[config.mk]
export PLATFORM = sky130hd
export DESIGN_NAME = sinc_decim_2stage
export DESIGN_NICKNAME = d
export VERILOG_FILES = /design/src/rtl/sinc_dec_pkg.sv /design/src/rtl/cic_front.sv /design/src/rtl/boxcar_dump.sv /design/src/rtl/sinc_decim_2stage.sv
export SDC_FILE = /design/constraint.sdc
export NUM_CORES = 1
export LEC_CHECK = 0
export BUFFER_PORTS_ARGS = -buffer_cell sky130_fd_sc_hd__buf_2
export CELL_PAD_IN_SITES_DETAIL_PLACEMENT = 2
export CELL_PAD_IN_SITES_GLOBAL_PLACEMENT = 2
export CORE_MARGIN = 3
export CORE_UTILIZATION = 37
export DETAILED_ROUTE_END_ITERATION = 10
export HOLD_SLACK_MARGIN = 0.15
export PLACE_DENSITY = 0.74
export SYNTH_ARGS = -nofsm -noshare
export SYNTH_HDL_FRONTEND = slang
export SYNTH_SLANG_ARGS = --single-unit
[constraint.sdc]
create_clock -name clk -period 6.67 [get_ports clk]
set_input_delay 0 -clock clk [delete_from_list [all_inputs] [get_ports clk]]
set_output_delay 0 -clock clk [all_outputs]
set_load 0.005 [all_outputs]
[src/rtl/sinc_dec_pkg.sv]
package sinc_dec_pkg;
    typedef enum logic [0:0] {
        ST_SETTLE = 1'b0,
        ST_STREAM = 1'b1
    } dec_state_e;
endpackage

[src/rtl/cic_front.sv]
module cic_front #(
    parameter int R1    = 4,
    parameter int ORDER = 3,
    parameter int W     = 8
) (
    input  logic                clk,
    input  logic                rst_n,
    input  logic                clr,
    input  logic                en,
    input  logic                dec,
    input  logic                in_bit,
    output logic signed [W-1:0] y
);
    localparam int GAIN = R1 ** ORDER;

    logic signed [W-1:0] x_val;
    logic signed [W-1:0] chain [ORDER+1];
    logic signed [W-1:0] cmb   [ORDER+1];

    assign x_val    = in_bit ? W'(1) : -W'(1);
    assign chain[0] = x_val;
    assign cmb[0]   = chain[ORDER];
    assign y        = cmb[ORDER];

    for (genvar g = 0; g < ORDER; g++) begin : g_sec
        logic signed [W-1:0] integ_q;
        logic signed [W-1:0] dly_q;

        assign chain[g+1] = integ_q + chain[g];
        assign cmb[g+1]   = cmb[g] - dly_q;

        always_ff @(posedge clk or negedge rst_n) begin
            if (!rst_n) begin
                integ_q <= '0;
                dly_q   <= '0;
            end else if (clr) begin
                integ_q <= '0;
                dly_q   <= '0;
            end else if (en) begin
                integ_q <= chain[g+1];
                if (dec) begin
                    dly_q <= cmb[g];
                end
            end
        end
    end

    // each decimated front-end word is a 10-tap window sum, bounded by the gain
    a_r4_front_bound: assert property (@(posedge clk) disable iff (!rst_n)
        (en && dec && !clr) |-> (int'(y) <= GAIN && int'(y) >= -GAIN));
endmodule

[src/rtl/boxcar_dump.sv]
module boxcar_dump #(
    parameter int W_IN  = 8,
    parameter int W_OUT = 13,
    parameter int LIMIT = 2048
) (
    input  logic                    clk,
    input  logic                    rst_n,
    input  logic                    clr,
    input  logic                    take,
    input  logic                    first,
    input  logic                    last,
    input  logic signed [W_IN-1:0]  y,
    output logic signed [W_OUT-1:0] result,
    output logic                    valid
);
    logic signed [W_OUT-1:0] acc_q;
    logic signed [W_OUT-1:0] sum;

    assign sum = (first ? '0 : acc_q) + W_OUT'(y);

    always_ff @(posedge clk or negedge rst_n) begin
        if (!rst_n) begin
            acc_q  <= '0;
            result <= '0;
            valid  <= 1'b0;
        end else if (clr) begin
            acc_q  <= '0;
            result <= '0;
            valid  <= 1'b0;
        end else begin
            valid <= take && last;
            if (take) begin
                acc_q <= sum;
                if (last) begin
                    result <= sum;
                end
            end
        end
    end

    // a finished sum never exceeds full scale
    a_r1_result_bound: assert property (@(posedge clk) disable iff (!rst_n)
        valid |-> (int'(result) <= LIMIT && int'(result) >= -LIMIT));
endmodule

[src/rtl/sinc_decim_2stage.sv]
module sinc_decim_2stage
    import sinc_dec_pkg::*;
#(
    parameter int R1    = 4,
    parameter int R2    = 32,
    parameter int ORDER = 3,
    localparam int W_FRONT = ORDER * $clog2(R1) + 2,
    localparam int W_RES   = W_FRONT + $clog2(R2)
) (
    input  logic                    clk,
    input  logic                    rst_n,
    input  logic                    smp_en,
    input  logic                    mod_bit,
    input  logic                    start,
    output logic signed [W_RES-1:0] result,
    output logic                    valid
);
    localparam int FRONT_LEN = ORDER * (R1 - 1) + 1;
    localparam int DEC_PH    = (FRONT_LEN - 1) % R1;
    localparam int WARM_N    = (FRONT_LEN - 1) / R1;
    localparam int PW        = (R1 > 1) ? $clog2(R1) : 1;
    localparam int WCW       = $clog2(WARM_N + 2);
    localparam int SW        = (R2 > 1) ? $clog2(R2) : 1;
    localparam int LIMIT     = (R1 ** ORDER) * R2;
    localparam dec_state_e INIT_ST = (WARM_N == 0) ? ST_STREAM : ST_SETTLE;

    dec_state_e state_q, state_d;
    logic [PW-1:0]  phase_q, phase_d;
    logic [WCW-1:0] warm_q, warm_d;
    logic [SW-1:0]  slot_q, slot_d;

    logic take_smp, dec, feed, first, last;
    logic signed [W_FRONT-1:0] front_y;

    assign take_smp = smp_en && !start;
    assign dec      = take_smp && (phase_q == PW'(DEC_PH));

    // State register and counters
    always_ff @(posedge clk or negedge rst_n) begin
        if (!rst_n) begin
            state_q <= INIT_ST;
            phase_q <= '0;
            warm_q  <= '0;
            slot_q  <= '0;
        end else if (start) begin
            state_q <= INIT_ST;
            phase_q <= '0;
            warm_q  <= '0;
            slot_q  <= '0;
        end else begin
            state_q <= state_d;
            phase_q <= phase_d;
            warm_q  <= warm_d;
            slot_q  <= slot_d;
        end
    end

    // Next state and controls
    always_comb begin
        state_d = state_q;
        phase_d = phase_q;
        warm_d  = warm_q;
        slot_d  = slot_q;
        feed    = 1'b0;
        first   = 1'b0;
        last    = 1'b0;
        if (take_smp) begin
            phase_d = (phase_q == PW'(R1 - 1)) ? '0 : phase_q + 1'b1;
        end
        if (dec) begin
            unique case (state_q)
                ST_SETTLE: begin
                    if (warm_q == WCW'(WARM_N - 1)) begin
                        state_d = ST_STREAM;
                        warm_d  = '0;
                    end else begin
                        warm_d = warm_q + 1'b1;
                    end
                end
                ST_STREAM: begin
                    feed   = 1'b1;
                    first  = (slot_q == '0);
                    last   = (slot_q == SW'(R2 - 1));
                    slot_d = last ? '0 : slot_q + 1'b1;
                end
            endcase
        end
    end

    cic_front #(
        .R1    (R1),
        .ORDER (ORDER),
        .W     (W_FRONT)
    ) u_front (
        .clk    (clk),
        .rst_n  (rst_n),
        .clr    (start),
        .en     (take_smp),
        .dec    (dec),
        .in_bit (mod_bit),
        .y      (front_y)
    );

    boxcar_dump #(
        .W_IN  (W_FRONT),
        .W_OUT (W_RES),
        .LIMIT (LIMIT)
    ) u_dump (
        .clk    (clk),
        .rst_n  (rst_n),
        .clr    (start),
        .take   (feed),
        .first  (first),
        .last   (last),
        .y      (front_y),
        .result (result),
        .valid  (valid)
    );

    // strobe lasts one clock
    a_r5_valid_single: assert property (@(posedge clk) disable iff (!rst_n)
        valid |=> !valid);
    // start wipes the result and suppresses the strobe
    a_r6_start_clears: assert property (@(posedge clk) disable iff (!rst_n)
        start |=> (!valid && result == '0));
    // idle cycles leave the output untouched
    a_r7_idle_hold: assert property (@(posedge clk) disable iff (!rst_n)
        (!smp_en && !start) |=> ($stable(result) && !valid));
    // no result while the front end is still settling
    a_r2_quiet_settle: assert property (@(posedge clk) disable iff (!rst_n)
        (state_q == ST_SETTLE) |-> !valid);
endmodule

After elaboration in Yosys (flattened, before gate mapping)
Cells that the tools add are included.

Bits in latches: 0. RAM bits: 0. Output and inout bits: 14. Logic and storage cells: 86. Memories kept: 0. Memory bits (read-only): 0. Input port bits: 5. Bits in registers: 85.

Divide/modulo/power cells: 0. $add $sub $neg: 10. Reduce and logical (&&, ||, !) cells: 14. Mux-type cells: 44. Bitwise operators: 0. Equality and inequality tests: 5. Shifts and indexed selects: 0. Order comparisons: 0. $mul: 0.

Operators by type and width (number): $mux W8 (16); $mux W13 (6); $add A8 B8 Y8 (3); $sub A8 B8 Y8 (3); $mux W5 (4); $mux W2 (7); $add A13 B13 Y13 (1); $mux W1 (11); $reduce_bool A2 Y1 (5); $reduce_and A2 Y1 (4); $add A5 B1 Y5 const B (1); $eq A5 B5 Y1 const B (1); $logic_not A5 Y1 (1); $add A2 B1 Y2 const B (2); $eq A2 B1 Y1 const B (2); $logic_and A1 B1 Y1 (3); $eq A2 B2 Y1 const B (1); $ne A2 B2 Y1 const B (1); $logic_not A1 Y1 (1).

Logic depth before layout (Yosys ltp)
Word-level depth: 11. Depth in mapped cells: 34. Mapped depth without buffers: 34.

Cells and area by module
Synthesis repeated with hierarchy kept, for this count alone.

Cells, all modules: 671. Area total of the unflattened synthesis: 6089.6 um2.

By module, submodules not included: cic_front (seq. area each 1201.2 um2, cells each 396, instances 1, area each 3637.2 um2); boxcar_dump (seq. area each 675.6 um2, cells each 215, instances 1, area each 1878.1 um2); sinc_decim_2stage (seq. area each 250.2 um2, cells each 60, instances 1, area each 574.3 um2).

Worst setup path after synthesis
No wires, ideal clock.

Path kind: register to register. From: register u_front.g_sec[0].integ_q[0]. To: register u_dump.acc_q[10]. Cell stages (with the launch flop): 30. Buffers on the path: 0. Period minus slack after synthesis: 6.561 ns. Data required time: 6.574 ns. Path slack: 0.109 ns. Setup time: 0.096 ns. Arrival: 6.465 ns. Cell sequence: dfrtp_1 > inv_1 > fa_1 > fa_1 > inv_1 > fa_1 > xnor2_1 > inv_1 > ha_1 > nor2b_1 > o21ai_0 > nand2b_1 > xor2_1 > ha_1 > nand3_1 > nand2_1 > a41oi_1 > nor2b_1 > xnor2_1 > ha_1 > o41ai_1 > xnor2_1 > xnor3_1 > ha_1 > a21oi_1 > inv_1 > a21oi_1 > a21boi_0 > o21a_1 > o31ai_1.

Longest elaborated chain between the ends: 9.

RTL lines: from (decl) (RTL line cic_front.sv:26) `logic signed [W-1:0] integ_q;`; from (signal assigned) (RTL line cic_front.sv:40) `integ_q <= chain[g+1];`; $add A8 B8 Y8 (3 in a row) (RTL line cic_front.sv:29) `assign chain[g+1] = integ_q + chain[g];`; $sub A8 B8 Y8 (3 in a row) (RTL line cic_front.sv:30) `assign cmb[g+1] = cmb[g] - dly_q;`; $add A13 B13 Y13 (RTL line boxcar_dump.sv:19) `assign sum = (first ? '0 : acc_q) + W_OUT'(y);`; $mux W13 (RTL line boxcar_dump.sv:32) `if (take) begin`; $mux W13 (RTL line boxcar_dump.sv:26) `end else if (clr) begin`; to (signal assigned) (RTL line boxcar_dump.sv:33) `acc_q <= sum;`; to (decl) (RTL line boxcar_dump.sv:16) `logic signed [W_OUT-1:0] acc_q;`.

Every way passes these cells. The select of a mux whose other input is x is not followed. A chain may end at the register's enable or synchronous reset.

Worst setup path in the final report
From: register u_front.g_sec[0].integ_q[1]. To: register u_dump.acc_q[10].

The elaborated chain is that of the path after synthesis.

==> impl_results.md <==
* Outcome: finished, violations left
* Failing checks: setup timing
* Placed instance area at about 6500 sq um
* CTS sink cnt at 85
* Length of the first detailed-routing pass in iterations at 5
* Num CTS Buffers at 9
* Most used flip-flop cell after synthesis: dfrtp_1
* Post-detail-place hpwl at between 10000 and 15000 microns
* Via density at 5.54
* RePlAce Congestion at 0.791
* Final hold violations at 0
* Final #Nets at 779
* Die ar. at between 15000 and 20000 sq um
* Worst min-delay path class: in2reg
* Total detailed-routing wirelength at 21400 microns
* Design area at ~7600 sq um
* Largest net degree at the start of global routing at between 80 and 90
* Ports at 19
* # Max-Cap Violations at 0
* Htree depth at 3
* Overflow after GRT at 0
* Clock tree buffer depth at 2
* CTS clk-pin slew, worst paths at ~0.060 ns
* Total track usage at between 20% and 30%
* Worst skew pair latency at roughly 0.36 ns
* Top cell type by total area after synthesis: dfrtp_1
* Worst r2r src: u_front.g_sec[0].integ_q[1]
* 1st-iter DRT viols at 216
* Layout fillers at 1584
* Crit-path max FO at 4
* Most frequent CP cell: ha_4
* RSZ-0062 raised after global routing: true
* Post-Syn Nets at a little over 700
* Final Slew Violations at 0
* Crit path launch: u_front.g_sec[0].integ_q[1]
* Final cycle utilization of the critical path at 104%
* Starting Density at between 30% and 40%
* Register area share after synthesis at a little over a third
* Die span in x at 133 microns
* Layout Skew at roughly 0.012 ns
* Vias at approximately 5100
* CP max stage delay at a little under 0.6 ns
* Yosys reg bits at 85
* # setup viols final at 10
* Netlist cell types at 51
* Hold path startpoint: mod_bit
* CTS Root Cell: clkbuf_16
* N_diodes at 0
* Max Freq at 143 MHz
* Port Buffer Count at 18
* Warnings, synthesis at 0
* Ys async rst share at 100%
* Worst Path Required at just under 7 ns
* Post-synth EDFFs at 0
* Register Area at 2130 sq um
* Crit path kind: reg2reg
* Standard-cell rows at 45
* Top-count cell post-synth: dfrtp_1
* Layout cells sized above 1 at roughly a quarter
* Global-route wire length before repair at between 30000 and 40000 microns
* Cell area after synthesis at between 5000 and 6000 sq um
* Slowest cell on crit path: fa_2
* Drc violations at 0
* Worst Setup End Kind: flop
* Average size of a mapped cell at around 9.3 sq um
* Synth Instances at 640
* Multi-input logic area at around 4100 sq um
* Remaining antenna violation count at 0
* Number of global-route vias before repair at a little under 6000
* Hold_ws at 0.205 ns
* Top cell type's share of synthesized area at between 30% and 40%
* CP arrival at between 7 and 8 ns
* Setup crit start kind: flop
* Top cells by count, synth: 85 x dfrtp_1, 58 x ha_1, 51 x nand2_1, 50 x inv_1, 49 x nor2_1
* Main area contributors after synthesis: dfrtp_1 36%, ha_1 12%, xnor2_1 5.3%
* CTS tree: yes
* Average wire per cell in the routed design at roughly 23 microns
* Layout Area Growth over Synthesis at 27.6%
* Worst-Margin Slew at between 1 and 1.5 ns
* Die Height at 133 microns
* Min Tclk post-route at ~7 ns
* Core Area at around 15000 sq um
* Initial antenna violation count at 0
* Worst Slack Setup Final at -0.299 ns
* Max_slew headroom at between 20% and 30%
[path summary, 6_finish.rpt]
check / end / slack [ns] / depth (start not counted)
min in group asynchronous: u_dump.acc_q[5] / 0.40 / 3
setup / recovery: u_dump.acc_q[10] / -0.30 / 33
hold / removal: u_front.g_sec[0].integ_q[1] / 0.20 / 3
hold reg to reg: u_dump.acc_q[3] / 0.52 / 2
setup reg to reg: u_dump.acc_q[10] / -0.30 / 33
max in group asynchronous: u_front.g_sec[2].integ_q[2] / 5.21 / 3
[through the flow]
stage               utilization, %  setup slack, ns  cells  setup TNS (ns)
floorplan                        -            0.109    640               0
CTS                           46.6          0.00680    916               0
global placement              42.1           -0.227    886           -1.28
detailed placement            42.1           -0.653    886           -5.01
finish                        49.0           -0.299    925           -1.95
global route                  49.0           -0.586    925           -5.12
[layer usage]
| metal | vias to the layer above | GRT usage [%] | routed length [microns] |
|---|---|---|---|
| met5 | - | 0 | 0 |
| li1 | 2353 | - | - |
| met2 | 70 | 38.5 | 11000 |
| met1 | 2658 | 28.1 | 9380 |
| met4 | 0 | 6.06 | 504 |
| met3 | 44 | 2.32 | 523 |
[timing repair]
item / in CTS / in global routing
endpoints found under the setup margin: 12 / 12
hold buffers: 2 / 0
endpoints found under the hold margin: 19 / 0
buffers inserted: 12 / 10
resized for setup: 48 / 61
pin swaps: 27 / 43
[cells by family after synthesis]
logic type | count (synthesis) | synth area share (%)
flops | 85 | 35.8
xor+xnor | 54 | 9.07
fa+ha+maj | 65 | 14.6
mux | 22 | 3.72
simple gates | 195 | 16.9
compound gates | 145 | 15.4
buf+inv | 74 | 4.67
[registers in the layout (all words and copies together), names as in the netlist]
signal / flops
u_front.g_sec.dly_q: 24
u_front.g_sec.integ_q: 24
u_dump.acc_q: 13
u_dump.result: 13
slot_q: 5
phase_q: 2
warm_q: 2
state_q: 1
u_dump.valid: 1
[cell type report]
| cell class | count | share of cell area, % |
|---|---|---|
| multi-input combinational | 481 | 53.7 |
| sequential | 85 | 28.0 |
| timing repair buffer | 82 | 7.82 |
| tap | 211 | 3.48 |
| clock buffer | 10 | 3.02 |
| inverter | 50 | 2.47 |
| clock inverter | 6 | 1.47 |
[critical path: cells and delay by family (launching register included)]
family                   cells  cell delay [ns]
flip-flops                   1             0.44
adder cells (fa/ha/maj)      7             2.21
AND/OR/NAND/NOR              7             1.09
AO/OA/AOI/OAI               10             1.71
XOR/XNOR                     5             1.08
buffers and inverters        4             0.32
[placed cells by master (no fill, tap or decap), drive strengths merged, types with 2 or more instances in the layout]
cell,count
nor4,2
mux2i,21
o21a,6
buf,80
clkinv,2
ha,58
xnor3,3
o21bai,3
o31ai,18
and2,12
o21ai,44
xnor2,36
a211oi,8
nor2b,12
nor2,49
nand2b,9
bufinv,3
o211ai,7
nand2,51
dlygate4sd3,2
xor2,14
a31oi,6
nand3,8
or2,3
nor3,10
or3,4
nor4b,2
a21o,10
a21oi,33
inv,50
or4,2
nand3b,28
fa,7
dfrtp,85
clkbuf,10
Power is not shown: default switching activity piles up to over one toggle a cycle in this logic, so the estimate is an artifact.
